$ cat src/rtl/wkp_pkg.sv
package wkp_pkg;
   // Bits needed to hold values 0..n inclusive, never less than one.
   function automatic int cnt_bits(input int n);
      return (n < 2) ? 1 : $clog2(n + 1);
   endfunction

   typedef enum logic [1:0] {
      ACT_NONE  = 2'd0,
      ACT_ON    = 2'd1,
      ACT_FWOFF = 2'd2,
      ACT_FORCE = 2'd3
   } pwr_act_e;
endpackage

$ cat src/rtl/wkp_sync.sv
module wkp_sync #(
   parameter int STAGES = 2
) (
   input  logic clk,
   input  logic rst_n,
   input  logic din,
   output logic dout
);
   logic [STAGES-1:0] stg;

   for (genvar i = 0; i < STAGES; i++) begin : g_stage
      if (i == 0) begin : g_first
         always_ff @(posedge clk or negedge rst_n)
            if (!rst_n) stg[0] <= 1'b0;
            else        stg[0] <= din;
      end else begin : g_next
         always_ff @(posedge clk or negedge rst_n)
            if (!rst_n) stg[i] <= 1'b0;
            else        stg[i] <= stg[i-1];
      end
   end

   assign dout = stg[STAGES-1];
endmodule

$ cat src/rtl/wkp_debounce.sv
module wkp_debounce #(
   parameter int DEB_CYC = 328
) (
   input  logic clk,
   input  logic rst_n,
   input  logic din,
   output logic dout
);
   localparam int DW = wkp_pkg::cnt_bits(DEB_CYC);

   if (DEB_CYC <= 1) begin : g_direct
      always_ff @(posedge clk or negedge rst_n)
         if (!rst_n) dout <= 1'b0;
         else        dout <= din;
   end else begin : g_filter
      localparam logic [DW-1:0] LAST = DW'(DEB_CYC - 1);
      logic [DW-1:0] run;

      always_ff @(posedge clk or negedge rst_n) begin
         if (!rst_n) begin
            run  <= '0;
            dout <= 1'b0;
         end else if (din != dout) begin
            if (run == LAST) begin
               dout <= din;
               run  <= '0;
            end else begin
               run <= run + 1'b1;
            end
         end else begin
            run <= '0;
         end
      end
   end


   db_src_chk: assert property (@(posedge clk) disable iff (!rst_n)
      !$stable(dout) |-> $past(din) == dout);
endmodule

$ cat src/rtl/wkp_hold_cnt.sv
module wkp_hold_cnt #(
   parameter int ON_CYC  = 32768,
   parameter int OFF_CYC = 327680
) (
   input  logic clk,
   input  logic rst_n,
   input  logic held,
   output logic on_hit,
   output logic off_hit
);
   localparam int CW = wkp_pkg::cnt_bits(OFF_CYC);
   localparam logic [CW-1:0] ON_V  = CW'(ON_CYC);
   localparam logic [CW-1:0] OFF_V = CW'(OFF_CYC);

   logic [CW-1:0] cnt;

   always_ff @(posedge clk or negedge rst_n) begin
      if (!rst_n)          cnt <= '0;
      else if (!held)      cnt <= '0;
      else if (cnt != OFF_V) cnt <= cnt + 1'b1;
   end

   assign on_hit  = held && (cnt == ON_V);
   assign off_hit = held && (cnt == OFF_V);


   release_clr_chk: assert property (@(posedge clk) disable iff (!rst_n)
      !held |=> cnt == '0);

   hold_sat_chk: assert property (@(posedge clk) disable iff (!rst_n)
      cnt <= OFF_V);
endmodule

$ cat src/rtl/wkey_pwr_ctrl.sv
module wkey_pwr_ctrl #(
   parameter int SYNC_STAGES  = 2,
   parameter int DEBOUNCE_CYC = 328,
   parameter int HOLD_ON_CYC  = 32768,
   parameter int HOLD_OFF_CYC = 327680
) (
   input  logic clk,
   input  logic rst_n,
   input  logic key_raw,
   input  logic fw_off_req,
   output logic pwr_en,
   output logic forced_off
);
   import wkp_pkg::*;

   initial begin
      if (SYNC_STAGES < 2)            $fatal(1, "SYNC_STAGES must be at least 2");
      if (DEBOUNCE_CYC < 1)           $fatal(1, "DEBOUNCE_CYC must be at least 1");
      if (HOLD_ON_CYC < 1)            $fatal(1, "HOLD_ON_CYC must be at least 1");
      if (HOLD_OFF_CYC <= HOLD_ON_CYC) $fatal(1, "HOLD_OFF_CYC must exceed HOLD_ON_CYC");
   end

   logic key_s, key_db, on_hit, off_hit, lock;
   pwr_act_e act;

   wkp_sync #(.STAGES(SYNC_STAGES)) u_sync (
      .clk(clk), .rst_n(rst_n), .din(key_raw), .dout(key_s));

   wkp_debounce #(.DEB_CYC(DEBOUNCE_CYC)) u_deb (
      .clk(clk), .rst_n(rst_n), .din(key_s), .dout(key_db));

   wkp_hold_cnt #(.ON_CYC(HOLD_ON_CYC), .OFF_CYC(HOLD_OFF_CYC)) u_hold (
      .clk(clk), .rst_n(rst_n), .held(key_db), .on_hit(on_hit), .off_hit(off_hit));

   // Priority: forced off, then firmware off, then key on.
   always_comb begin
      if (off_hit && !lock)     act = ACT_FORCE;
      else if (fw_off_req)      act = ACT_FWOFF;
      else if (on_hit && !lock) act = ACT_ON;
      else                      act = ACT_NONE;
   end

   always_ff @(posedge clk or negedge rst_n) begin
      if (!rst_n) begin
         pwr_en     <= 1'b0;
         forced_off <= 1'b0;
         lock       <= 1'b0;
      end else begin
         if (!key_db) lock <= 1'b0;
         case (act)
            ACT_FORCE: begin
               pwr_en     <= 1'b0;
               forced_off <= 1'b1;
               lock       <= 1'b1;
            end
            ACT_FWOFF: pwr_en <= 1'b0;
            ACT_ON: begin
               pwr_en     <= 1'b1;
               forced_off <= 1'b0;
            end
            default: ;
         endcase
      end
   end


   fw_off_chk: assert property (@(posedge clk) disable iff (!rst_n)
      (fw_off_req && !lock) |=> !pwr_en);

   force_flag_chk: assert property (@(posedge clk) disable iff (!rst_n)
      $rose(forced_off) |-> !pwr_en);

   on_clears_chk: assert property (@(posedge clk) disable iff (!rst_n)
      $rose(pwr_en) |-> !forced_off);

   lock_hold_chk: assert property (@(posedge clk) disable iff (!rst_n)
      (lock && key_db) |=> !$rose(pwr_en));
endmodule

$ cat config.mk
export PLATFORM = sky130hd
export DESIGN_NAME = wkey_pwr_ctrl
export DESIGN_NICKNAME = d
export VERILOG_FILES = /design/src/rtl/wkp_pkg.sv /design/src/rtl/wkp_sync.sv /design/src/rtl/wkp_debounce.sv /design/src/rtl/wkp_hold_cnt.sv /design/src/rtl/wkey_pwr_ctrl.sv
export SDC_FILE = /design/constraint.sdc
export NUM_CORES = 1
export LEC_CHECK = 0
export ABC_AREA = 1
export BUFFER_PORTS_ARGS = -buffer_cell sky130_fd_sc_hd__buf_2
export CORE_MARGIN = 1
export CORE_UTILIZATION = 61
export DETAILED_ROUTE_END_ITERATION = 8
export MAX_ROUTING_LAYER = met4
export PLACE_DENSITY_LB_ADDON = 0.08
export SKIP_LAST_GASP = 1
export SYNTH_ARGS = -nofsm -noshare
export SYNTH_HDL_FRONTEND = slang
export SYNTH_SLANG_ARGS = --single-unit
export TNS_END_PERCENT = 1
$ cat constraint.sdc
create_clock -name clk -period 1.6 [get_ports clk]
set_input_delay 0.24 -clock clk [delete_from_list [all_inputs] [get_ports clk]]
set_output_delay 0.24 -clock clk [all_outputs]
set_load 0.03 [all_outputs]
# ---- Word level (Yosys, flattened, before mapping)
# Index checks and enable logic that the tools add are counted.
dict set report totals {
  reg_bits 34
  out_inout_bits 2
  wordCells 40
}
dict set report classes {
  add_sub_neg 2
  n_eq_ne 10
  mux 11
  n_reduce_logical 9
}
# cell n
set op_table {}
lappend op_table {{$mux 19} 2}
lappend op_table {{$add 19x1->19 const B} 1}
lappend op_table {{$eq 19x16->1 const B} 1}
lappend op_table {{$eq 19x19->1 const B} 1}
lappend op_table {{$ne 19x19->1 const B} 1}
lappend op_table {{$mux 9} 2}
lappend op_table {{$add 9x1->9 const B} 1}
lappend op_table {{$eq 9x9->1 const B} 1}
lappend op_table {{$eq 2x2->1 const B} 2}
lappend op_table {{$logic_and 1x1->1} 4}
lappend op_table {{$mux 2} 2}
lappend op_table {{$pmux 1 s2} 2}
lappend op_table {{$reduce_bool 2->1} 2}
lappend op_table {{$mux 1} 3}
lappend op_table {{$eq 2x1->1 const B} 1}
lappend op_table {{$ne 2x1->1 const B} 1}
lappend op_table {{$ne 2x2->1 const B} 1}
lappend op_table {{$reduce_and 2->1} 1}
lappend op_table {{$reduce_or 2->1} 1}
lappend op_table {{$logic_not 1->1} 1}
lappend op_table {{$ne 1x1->1} 1}

# ---- Logic depth before layout (Yosys ltp)
dict set report depth {
  ltp_word 9
  ltp_mapped 9
}

# ---- Modules after synthesis
# A second synthesis with hierarchy kept.
dict set report unflattened {
  hier_cells 258
  area_unflattened_um2 1923.1
}
# mod n_inst cells_each area_per_inst_um2 seq_area_each_um2
set by_module_without_submodules {}
lappend by_module_without_submodules {wkp_hold_cnt 1 177 1226.2 475.5}
lappend by_module_without_submodules {wkp_debounce 1 65 525.5 250.2}
lappend by_module_without_submodules {wkey_pwr_ctrl 1 14 121.4 75.1}
lappend by_module_without_submodules {wkp_sync 1 2 50.0 50.0}

# ---- Worst setup path after synthesis
# No wires, ideal clock.
dict set report synth_path {
  path_type {register to register}
  startpoint {register u_hold.cnt[0]}
  endpoint {register u_hold.cnt[12]}
  arrival_ns 1.249
  slack_ns 0.231
  stages_incl_launch_ff 8
  path_buffers 0
  period_less_slack_ns 1.369
  path_cell_list {dfrtp_1 ha_1 inv_1 nor2_2 nand2_2 nor2_4 nand2_1 and3_1}
}
dict set report synth_via {
  elab_chain_len 3
}
# element line_no
set synth_rtl {}
lappend synth_rtl {{from (decl)} wkp_hold_cnt.sv:15} ;# logic [CW-1:0] cnt;
lappend synth_rtl {{from (signal assigned)} wkp_hold_cnt.sv:20} ;# else if (cnt != OFF_V) cnt <= cnt + 1'b1;
lappend synth_rtl {{$add 19x1->19} wkp_hold_cnt.sv:20}
lappend synth_rtl {{$mux 19} wkp_hold_cnt.sv:20}
lappend synth_rtl {{$mux 19} wkp_hold_cnt.sv:19} ;# else if (!held) cnt <= '0;
# Parallel ways exist; a longest one is shown, timed or not. The select of a mux whose other input is x is not followed.
# A chain may end at the register's enable or synchronous reset.

# ---- Worst setup path in the final report
# Same ends and word-level chain as after synthesis.

==> metrics.txt <==
CP Launch Type=flop; failing checks=design-rule violations; simple-gate share of the synthesized area=37.5%; layout cell share with drive strength beyond 1=12.9%; CTS max path bufs=2; via count=1542; setup TNS=0 ns; sequential element share of the synthesized area=45.9%; clk_lat worst skew=~0.35 ns; RSZ-0062 raised after global routing=no; Pwr Total=1.36 mW; XOR/XNOR Fraction of Synth Area=2.36%; Post CTS Setup Buffer Count=0; worst slack at placement=roughly 0.12 ns; H-Tree Depth=2; CP max-delay cell=dfrtp_1; HP Class=in -> reg; pin count of the biggest net entering global routing=35; Worst Path Buf+Inv=1; r2r worst-path depth=7; ys async rst share=100%; GRT Residual Overflow=0; top_reg_cell synth=dfrtp_1; DRT Pass-1 Iters=6; Levels on crit path=7; RR Startpoint=u_hold.cnt[0]$_DFFE_PN0P_; Hold Path Origin=fw_off_req; number of DRC markers in iteration 0=114; final worst slack=0.134 ns; share of the synthesized area in the top cell type=between 40 and 50%; gr usage total=27.2%; die width=57.2 um; Post-Route WL=3.56 mm; Synth Cell Area=1860 um^2; Min Clock Period, post-route=1.47 ns; critical-path cell list=ha_2 > inv_1 > nor2_2 > nand2_2 > nor2_4 > nand2_1 > and3_1; post-route cell area=2020 um^2; hpwl dp=2.65 mm; Die Y-Extent=between 50 and 60 um; Synth Area in Adders=under 10%; Unique masters post-synth=24; first-pass GRT wire length=6.35 mm; worst hold margin=0.208 ns; syn nets=roughly 260; Max VDD drop=485 uV; via/cell ratio=5.23; row count=19; filler instances=240; mux contribution to synthesized area=0%; remaining antenna violation count after routing=0; Seq cells post-synth=34; RePlAce Congestion=0.865; Max Cap Viol=0; CP Launch Point=u_hold.cnt[0]$_DFFE_PN0P_; final worst path period share=91.7%; clock net sink count=34; leading area contributor after synthesis=dfrtp_1; Avg Synthesized Cell Area=around 7.5 um^2; Ports=6; R2R Path End=u_hold.cnt[12]$_DFFE_PN0P_; top cells by area, synth=dfrtp_1 46%, nand2_1 11%, nor2_1 9.7%; CTS tree=built; antenna violations before repair=0; worst slew margin relative to its limit=between 70% and 80%; crit-path max FO=6; worst reg-to-reg setup slack=0.13 ns; status=complete, but fails checks; Root Driver=clkbuf_4; Crit Path Class=reg -> reg; Post-DP Area=1950 um^2; fin cells=295; initial core utilization=65.6%; DIE AREA=3270 um^2; Crit. End Element=flop; DRC viols=2; CP arrival=1.71 ns; dpl cells=between 200 and 300; Compound-Gate Fraction of Synth Area=5.73%; CTS clk-pin slew, worst paths=0.10 ns; number of synthesized flops with an enable pin=0; measured slew at the worst slew-check pin=around 0.31 ns; Finish-stage setup viols=0; Yosys Warn Count=0; ant diodes=0; largest family of logic cells by synthesized area=simple AND/OR/NAND/NOR gates; WL/cell=12.1 um; nets@finish=approximately 270; Fmax=0.682 GHz; post-layout util=between 70% and 80%; placeable core region=2830 um^2; vias in the first global route=roughly 1500; Synth-to-Final Area Change=8.70%; WP data required=1.85 ns; Num CTS Buffers=5; Port Buffer Count=5; worst setup path endpoint=u_hold.cnt[12]$_DFFE_PN0P_; Final Hold Fails=0; Worst path top cell family by delay=simple AND/OR/NAND/NOR gates; Lkg Pwr=just under 0.9 nW; Synth Instances=248; pwr dens=675 nW/um^2; Fin Clk Skew=between 0.004 and 0.005 ns; slowest stage delay, CP=0.44 ns; final slew viol count=0
-- repair_timing --
| action | 4_1_cts | 5_1_grt |
|---|---|---|
| endpoints found under the setup margin | 0 | 2 |
| hold buffers | 2 | 0 |
| gates resized for setup | 0 | 1 |
| endpoints found under the hold margin | 35 | 0 |
-- logic make-up (layout without fill, tap and decap cells) --
group	Yosys count	count (layout)
buffers and inverters	31	47
xor gates and xnor gates	5	5
adders and majority gates	3	3
and+or+nand+nor	154	154
AOI/OAI and AO/OA	21	21
DFF	34	34
-- synthesized netlist by cell type, types with 3 or more instances --
master,n
nor3_1,10
nor2_2,7
xor2_1,3
inv_1,28
ha_1,3
nor2_1,48
dfrtp_1,34
nand2_2,6
nand3_1,15
nand2_1,55
a21oi_1,9
o21ai_0,11
nor2_4,3
-- report_power, final --
part / internal, mW / switching [mW] / total [mW]
Combinational: 0.0198 / 0.0291 / 0.0489
Sequential: 0.867 / 0.00609 / 0.873
Clock: 0.165 / 0.273 / 0.439
Total: 1.05 / 0.308 / 1.36
-- layout by cell type (no fill, tap or decap), types with 3 or more instances in the layout --
master / instances
nand2_2: 6
buf_4: 3
inv_1: 28
buf_2: 5
nor2_1: 48
xor2_1: 3
clkbuf_4: 5
o21ai_0: 11
nor2_2: 7
nor3_1: 10
nor2_4: 3
dfrtp_1: 34
nand2_1: 55
a21oi_1: 9
nand3_1: 15
-- state kept, by name, summed over array words and instances (netlist names) --
signal / cells
u_sync.dout: 1
lock: 1
forced_off: 1
u_deb.dout: 1
u_sync.stg: 1
u_deb.g_filter.run: 9
pwr_en: 1
u_hold.cnt: 19
-- area by class of cell --
class | instances | area (um^2) | area share [%]
multi-input combinational | 183 | 886 | 43.9
sequential | 34 | 851 | 42.2
inverter | 29 | 109 | 5.40
timing repair buffer | 11 | 87.6 | 4.34
clock buffer | 7 | 45.0 | 2.23
tap | 31 | 38.8 | 1.92
-- how the worst min path moves through the flow --
stage	cells past startpoint	endpoint	slack (ns)
floorplan	0	forced_off$_DFFE_PN0P_	-0.06
global placement	2	u_hold.cnt[7]$_DFFE_PN0P_	0.21
detailed placement	2	u_hold.cnt[7]$_DFFE_PN0P_	0.21
CTS	6	pwr_en$_DFFE_PN0P_	0.20
global route	6	pwr_en$_DFFE_PN0P_	0.28
finish	6	pwr_en$_DFFE_PN0P_	0.21
-- routing by layer --
metal | vias up | share of wire (%) | global-route usage [%] | routed length [um]
met5 | - | 0 | - | 0
met4 | 0 | 1.8 | 14.6 | 65
met3 | 6 | 5.7 | 5.67 | 201
met2 | 44 | 43 | 39.3 | 1520
met1 | 685 | 50 | 36.0 | 1760
li1 | 807 | - | - | -
-- tightest hold or removal path, stage by stage --
cell and delay [ns]:
buf_2 0.07, inv_1 0.04, nand2_1 0.05, nand2_1 0.05, inv_1 0.04, nor2_1 0.03
Power figures use the tool's default switching activity.
